### src/rtl/dmaPkg.sv
package dmaPkg;
  localparam int CFG_W    = 13;
  localparam int LEN_W    = 7;
  localparam int CHAN_W   = 2;
  localparam int LEN_LSB  = 0;
  localparam int CHAN_LSB = 7;
  localparam int TYPE_BIT = 9;
  localparam int GO_BIT   = 10;
  localparam int IDLE_BIT = 11;
  localparam int DONE_BIT = 12;

  // strobes from control to datapath
  typedef struct packed {
    logic addrLoad;  // capture new base address
    logic xferLoad;  // a copy is starting
    logic dirBack;   // direction of the starting copy
    logic readAdv;   // read address granted this cycle
    logic beatTake;  // returned word accepted this cycle
  } dmaStrobeT;
endpackage

### src/rtl/dmaCtrl.sv
module dmaCtrl
  import dmaPkg::*;
#(
  parameter int REG_W = 13
) (
  input  logic              clk,
  input  logic              rstN,
  input  logic              regWrEn,
  input  logic [2:0]        regOff,
  input  logic [REG_W-1:0]  regWdata,
  input  logic              rdAck,
  input  logic              rdValid,
  output logic              rdReady,
  output dmaStrobeT         strb,
  output logic [CFG_W-1:0]  cfgWord,
  output logic [CHAN_W-1:0] xferChan
);
  typedef enum logic {ST_IDLE, ST_RUN} stateT;

  stateT             state;
  logic              doneReg;
  logic              typeReg;
  logic [LEN_W-1:0]  lenReg;
  logic [CHAN_W-1:0] chanReg;
  logic [LEN_W-1:0]  issueCnt;
  logic [LEN_W-1:0]  beatCnt;

  logic             cfgWr;
  logic             addrWr;
  logic             isIdle;
  logic             startReq;
  logic [LEN_W-1:0] newLen;
  logic             lastBeat;
  logic             unusedRoBits;

  assign unusedRoBits = ^regWdata[DONE_BIT:IDLE_BIT];

  always_comb begin
    cfgWr    = regWrEn && (regOff == 3'h0);
    addrWr   = regWrEn && (regOff == 3'h4);
    isIdle   = (state == ST_IDLE);
    startReq = cfgWr && regWdata[GO_BIT] && isIdle;
    newLen   = regWdata[LEN_LSB +: LEN_W];
    rdReady  = (state == ST_RUN) && (issueCnt != lenReg);
    lastBeat = (state == ST_RUN) && rdValid && (beatCnt == lenReg - LEN_W'(1));
  end

  always_comb begin
    strb.addrLoad = addrWr && isIdle;
    strb.xferLoad = startReq;
    strb.dirBack  = regWdata[TYPE_BIT];
    strb.readAdv  = rdReady && rdAck;
    strb.beatTake = (state == ST_RUN) && rdValid;
  end

  always_ff @(posedge clk) begin
    if (!rstN) begin
      state    <= ST_IDLE;
      doneReg  <= 1'b0;
      typeReg  <= 1'b0;
      lenReg   <= '0;
      chanReg  <= '0;
      issueCnt <= '0;
      beatCnt  <= '0;
    end else if (startReq) begin
      lenReg   <= newLen;
      chanReg  <= regWdata[CHAN_LSB +: CHAN_W];
      typeReg  <= regWdata[TYPE_BIT];
      issueCnt <= '0;
      beatCnt  <= '0;
      if (newLen == '0) begin
        doneReg <= 1'b1;
      end else begin
        doneReg <= 1'b0;
        state   <= ST_RUN;
      end
    end else if (state == ST_RUN) begin
      if (strb.readAdv)  issueCnt <= issueCnt + LEN_W'(1);
      if (strb.beatTake) beatCnt  <= beatCnt + LEN_W'(1);
      if (lastBeat) begin
        state   <= ST_IDLE;
        doneReg <= 1'b1;
      end
    end
  end

  assign cfgWord  = {doneReg, isIdle, !isIdle, typeReg, chanReg, lenReg};
  assign xferChan = chanReg;

  // never more grants than the programmed count
  a_r5_issue_bounded: assert property (@(posedge clk) disable iff (!rstN)
    (state == ST_RUN) |-> (issueCnt <= lenReg));
  // parameters frozen while a copy runs
  a_r4_busy_frozen: assert property (@(posedge clk) disable iff (!rstN)
    ((state == ST_RUN) && $past(state == ST_RUN)) |->
      ($stable(lenReg) && $stable(chanReg) && $stable(typeReg)));
  // finished only when idle
  a_r8_done_idle: assert property (@(posedge clk) disable iff (!rstN)
    doneReg |-> (state == ST_IDLE));
  // zero count finishes at once
  a_r9_zero_len: assert property (@(posedge clk) disable iff (!rstN)
    (startReq && (newLen == '0)) |=> (doneReg && (state == ST_IDLE)));
  // no request while idle
  a_r5_ready_busy: assert property (@(posedge clk) disable iff (!rstN)
    rdReady |-> !isIdle);
endmodule

### src/rtl/dmaPath.sv
module dmaPath
  import dmaPkg::*;
#(
  parameter int ADDR_W = 13,
  parameter int DATA_W = 32
) (
  input  logic              clk,
  input  logic              rstN,
  input  dmaStrobeT         strb,
  input  logic [ADDR_W-1:0] newBase,
  input  logic [DATA_W-1:0] rdData,
  output logic [ADDR_W-1:0] baseAddr,
  output logic [ADDR_W-1:0] rdAddr,
  output logic [ADDR_W-1:0] wrAddr,
  output logic [DATA_W-1:0] wrData,
  output logic              wrValid
);
  logic [ADDR_W-1:0] rdPtr;
  logic [ADDR_W-1:0] wrPtr;

  always_ff @(posedge clk) begin
    if (!rstN) begin
      baseAddr <= '0;
    end else if (strb.addrLoad) begin
      baseAddr <= newBase;
    end
  end

  always_ff @(posedge clk) begin
    if (!rstN) begin
      rdPtr <= '0;
      wrPtr <= '0;
    end else if (strb.xferLoad) begin
      rdPtr <= strb.dirBack ? '0 : baseAddr;
      wrPtr <= strb.dirBack ? baseAddr : '0;
    end else begin
      if (strb.readAdv)  rdPtr <= rdPtr + ADDR_W'(1);
      if (strb.beatTake) wrPtr <= wrPtr + ADDR_W'(1);
    end
  end

  always_ff @(posedge clk) begin
    if (!rstN) begin
      wrValid <= 1'b0;
      wrAddr  <= '0;
      wrData  <= '0;
    end else begin
      wrValid <= strb.beatTake;
      if (strb.beatTake) begin
        wrAddr <= wrPtr;
        wrData <= rdData;
      end
    end
  end

  assign rdAddr = rdPtr;

  // consecutive writes go to consecutive addresses
  a_r6_write_contig: assert property (@(posedge clk) disable iff (!rstN)
    (wrValid && $past(wrValid)) |-> (wrAddr == $past(wrAddr) + ADDR_W'(1)));
endmodule

### src/rtl/blkCopyDma.sv
module blkCopyDma
  import dmaPkg::*;
#(
  parameter int ADDR_W = 13,
  parameter int DATA_W = 32,
  localparam int REG_W = (ADDR_W > CFG_W) ? ADDR_W : CFG_W
) (
  input  logic              clk,
  input  logic              rstN,
  input  logic              regWrEn,
  input  logic [2:0]        regOff,
  input  logic [REG_W-1:0]  regWdata,
  output logic [REG_W-1:0]  regRdata,
  output logic [ADDR_W-1:0] rdAddr,
  output logic              rdReady,
  input  logic              rdAck,
  input  logic              rdValid,
  input  logic [DATA_W-1:0] rdData,
  output logic [ADDR_W-1:0] wrAddr,
  output logic              wrValid,
  output logic [DATA_W-1:0] wrData,
  output logic [CHAN_W-1:0] xferChan
);
  dmaStrobeT         strb;
  logic [CFG_W-1:0]  cfgWord;
  logic [ADDR_W-1:0] baseAddr;

  dmaCtrl #(.REG_W(REG_W)) u_ctrl (
    .clk      (clk),
    .rstN     (rstN),
    .regWrEn  (regWrEn),
    .regOff   (regOff),
    .regWdata (regWdata),
    .rdAck    (rdAck),
    .rdValid  (rdValid),
    .rdReady  (rdReady),
    .strb     (strb),
    .cfgWord  (cfgWord),
    .xferChan (xferChan)
  );

  dmaPath #(.ADDR_W(ADDR_W), .DATA_W(DATA_W)) u_path (
    .clk      (clk),
    .rstN     (rstN),
    .strb     (strb),
    .newBase  (regWdata[ADDR_W-1:0]),
    .rdData   (rdData),
    .baseAddr (baseAddr),
    .rdAddr   (rdAddr),
    .wrAddr   (wrAddr),
    .wrData   (wrData),
    .wrValid  (wrValid)
  );

  always_comb begin
    case (regOff)
      3'h0:    regRdata = REG_W'(cfgWord);
      3'h4:    regRdata = REG_W'(baseAddr);
      default: regRdata = '0;
    endcase
  end

  // an ungranted address is held
  a_r5_hold_addr: assert property (@(posedge clk) disable iff (!rstN)
    (rdReady && !rdAck) |=> $stable(rdAddr));
  // a write only follows a returned word
  a_r7_write_follows: assert property (@(posedge clk) disable iff (!rstN)
    wrValid |-> $past(rdValid));
endmodule

### config.mk
export PLATFORM = sky130hd
export DESIGN_NAME = blkCopyDma
export DESIGN_NICKNAME = d
export VERILOG_FILES = /design/src/rtl/dmaPkg.sv /design/src/rtl/dmaCtrl.sv /design/src/rtl/dmaPath.sv /design/src/rtl/blkCopyDma.sv
export SDC_FILE = /design/constraint.sdc
export NUM_CORES = 1
export LEC_CHECK = 0
export ABC_AREA = 1
export BUFFER_PORTS_ARGS = -buffer_cell sky130_fd_sc_hd__buf_2
export CORE_MARGIN = 10
export CORE_UTILIZATION = 49
export DETAILED_ROUTE_END_ITERATION = 8
export HOLD_SLACK_MARGIN = 0.03
export PLACE_DENSITY = 0.76
export RECOVER_POWER = 25
export SLEW_MARGIN = 15
export SYNTH_ARGS = -nofsm -noshare
export SYNTH_HDL_FRONTEND = slang
export SYNTH_HIERARCHICAL = 1
export SYNTH_SLANG_ARGS = --single-unit
### constraint.sdc
create_clock -name clk -period 1.5 [get_ports clk]
set_input_delay 0.3 -clock clk [delete_from_list [all_inputs] [get_ports clk]]
set_output_delay 0.3 -clock clk [all_outputs]
set_load 0.03 [all_outputs]
==> metrics.yaml <==
timing:
  rsz0062_at_grt: "yes"
  period_minus_slack_ns: 1.817
  skew_ns: 0.008204
  finalSetupTns_ns: -2.658
  tightestPinTransition_ns: 0.4561
  final_setup_margin_ns: -0.3175
  final_hold_viol_count: 0
  finalSetupViolations: 17
  final.period_utilization: 1.212
  timing.max_slew.rel_slack: 0.6972
  max_freq_mhz: 550.2
  final_max_slew_viol_count: 0
grt:
  grt_antenna_before_repair: 0
  grt_max_degree: 44
  grt_pass1_vias: 5495
  grt_use_total: 0.1943
  wire_length_of_the_first_global_routing_pass_um: 26600
  grt-ovfl-total: 0
placement:
  port-buffer-count: 127
  place.gp.congestion: 0.9187
  half_perimeter_wire_length_after_detailed_placement_um: 12120
  placedCellCount: 1070
yosys:
  synth_seq_area_share: 0.4001
  synth_top_flop_cell: "dfxtp_1"
  synth_area_leader_cell: "dfxtp_1"
  synth_cells: 796
  post_synth_and_or_nand_nor_area_fraction: 0.3034
  number_of_unique_standard_cell_types_used_by_synthesis: 40
  synthesis.nets: 854
  synth-xor-area-share: 0.02838
  synth_area_per_cell_um2: 6.977
  netlist_top_cells_area: "dfxtp_1 (40%), nor2_1 (9.7%), nand2_1 (8.8%)"
  ranking_of_synthesized_cells_by_instance_count: "nor2_1 (144), nand2_1 (130), dfxtp_1 (111), o21ai_0 (95), nand3_1 (64)"
  yosys.cell_count.top_type: "nor2_1"
  synth-compound-area-share: 0.1645
  synth_top_area_frac: 0.4001
  async_reset_ff_frac: 0
  synthesis.area_mm2: 0.005554
  synthMuxAreaShare: 0
  post_synthesis_adder_cell_area_fraction: 0.01126
  synth_top_family_by_area: "simple AND/OR/NAND/NOR gates"
  synth.yosys.warnings: 6
  synth_enable_flop_cells: 0
  synth.ff_latch_count: 111
setup_path:
  crit_path_top_delay_cell: "dfxtp_2"
  cp_cell_sequence: "or2_0, a21oi_2, nand3_4, buf_6, nand2_4, inv_2, buf_6"
  timing.critical_path.max_delay_family: "simple AND/OR/NAND/NOR gates"
  cp.arrival_ns: 1.52
  timing.critical_path.fanout_max: 3
  worstSetupStartpoint: "u_ctrl/lenReg[3]"
  element_type_at_the_critical_path_end: "output port"
  r2r-start: "u_ctrl/lenReg[3]"
  crit_top_cell: "buf_6"
  max_stage_delay_ns: 0.33
  worst_setup_path_start_kind: "register"
  cp.required_ns: 1.20
  crit_path_class: "register to output port"
  path_buf_inv: 3
clock_tree:
  h-tree-depth: 3
  ctsRootBufferMaster: "clkbuf_16"
  postCtsHoldBufs: 0
  clkTransAtPathRegs_ns: 0.08
  tritoncts.num_buffers: 9
  clock_path_buffers: 2
  clk_latency_ns: 0.35
  cts_tree: "done"
  clock-sinks: 111
drt:
  drtAntennaViolNets: 0
  routedWlPerCell_um: 15.55
  wl_met2_um: 8667
  route.final.wire_length_um: 17110
  top_signal_layer_used: "met4"
  detailroute.via_count: 5902
  detailroute.wirelength.met3_um: 1111
  viasPerCell: 5.365
  drc: 0
  drt_first_iter_violations: 599
  routedLengthMet1_um: 6908
  detailedRoute.firstPassIterationCount: 6
die:
  design.core.area_mm2: 0.01098
  die-height_um: 126.5
  num_io_pins: 128
  placementRows: 38
  die_area_mm2: 0.01599
  effective_utilization_at_floorplan: 0.5057
  dieWidth_um: 126.5
worst_hold_path:
  holdCritStartpoint: "rdData[21]"
  min-delay-path-class: "primary input to register"
pwr:
  pwr_per_cell_area_mw_per_mm2: 851.5
  irDropWorstVdd_mv: 0.7287
  total_leakage_power_uw: 0.003278
cells_and_area:
  drive_gt1_frac: 0.2813
  layout.core_utilization: 0.6603
  synthToLayoutAreaGrowth_pct: 30.57
  antenna_cells: 0
  final_cell_count_no_fill: 1100
  final_net_count: 1013
run_status:
  failed_checks: "negative setup slack"
  run_status: "finished, violations left"
flow_run:
  cap_violations: 0
[power by group]
| group | switching [uW] | internal, uW | total, uW |
|---|---|---|---|
| Clock | 1180 | 1340 | 2520 |
| Combinational | 373 | 233 | 606 |
| Sequential | 52.5 | 2990 | 3050 |
| Total | 1610 | 4570 | 6180 |
[timing repair]
action                                  in CTS  in global routing
gates resized for setup                     37                 67
endpoints found under the setup margin      24                 61
cloned                                       0                  3
pin swaps                                    6                 23
buffers inserted                             5                 10
[state kept, by name (all words and copies together), names as in the netlist, 2 cells and up]
register	count
u_path/rdAddr	13
u_path/wrPtr	13
u_ctrl/beatCnt	7
u_path/baseAddr	13
u_path/wrAddr	13
u_ctrl/lenReg	7
u_ctrl/issueCnt	7
u_ctrl/xferChan	2
u_path/wrData	32
[final timing paths]
| check | endpoint | cells after the start | slack [ns] |
|---|---|---|---|
| hold reg to reg | u_path/wrAddr[0] | 2 | 0.47 |
| setup / recovery | rdReady | 7 | -0.32 |
| setup reg to reg | u_path/rdAddr[11] | 11 | -0.22 |
| hold / removal | u_path/wrData[21] | 3 | 0.17 |
[worst register-to-register path, delay by kind of cell (launching register included)]
kind	cells	cell delay, ns
flip-flops	1	0.33
AO/OA/AOI/OAI	3	0.38
buffers and inverters	4	0.40
AND/OR/NAND/NOR	4	0.50
[area by class of cell]
class	count	area, um^2
Timing Repair Buffer	191	1191
Tap cell	140	175.2
Fill cell	954	3731
Inverter	67	282.8
Timing Repair inverter	1	5.005
Sequential cell	111	2247
Multi-Input combinational cell	574	3033
Clock inverter	7	92.59
Clock buffer	9	225.2
[metal layers]
metal / vias up / GRT usage
li1: 2919 / -
met1: 2726 / 0.2320
met2: 219 / 0.3466
met3: 38 / 0.03707
met4: 0 / 0.05224
met5: - / 0
[placed cells by master (no fill, tap or decap), types with 15 or more instances in the layout]
master    synthesis  layout
clkbuf_1         10      38
nand2_1         130     119
nand3_1          64      62
o21ai_0          95      83
inv_1            58      51
buf_2            16      83
dfxtp_1         111      99
nor2_1          144     141
a21oi_1          39      33
a21oi_2           9      15
buf_4             9      49
[cells by family (layout without fill, tap and decap cells)]
kind of cell,after synthesis,in the layout
xor+xnor,18,18
buf+inv,111,275
fa+ha+maj,5,5
compound gates,170,170
simple gates,381,381
flops,111,111
[metrics by stage]
stage               hold slack (ns)  total power (uW)  cell area [um^2]  setup slack (ns)
detailed placement           0.4584              3641              6548           -0.1228
finish                       0.1731              6175              7252           -0.3175
CTS                          0.1712              6169              7030           -0.3046
global route                 0.1811              6368              7252           -0.3554
floorplan                    0.4349              3429              5604          -0.07949
global placement             0.4484              3633              6548          -0.08793
Note: power is estimated with default switching activity, not from simulation.
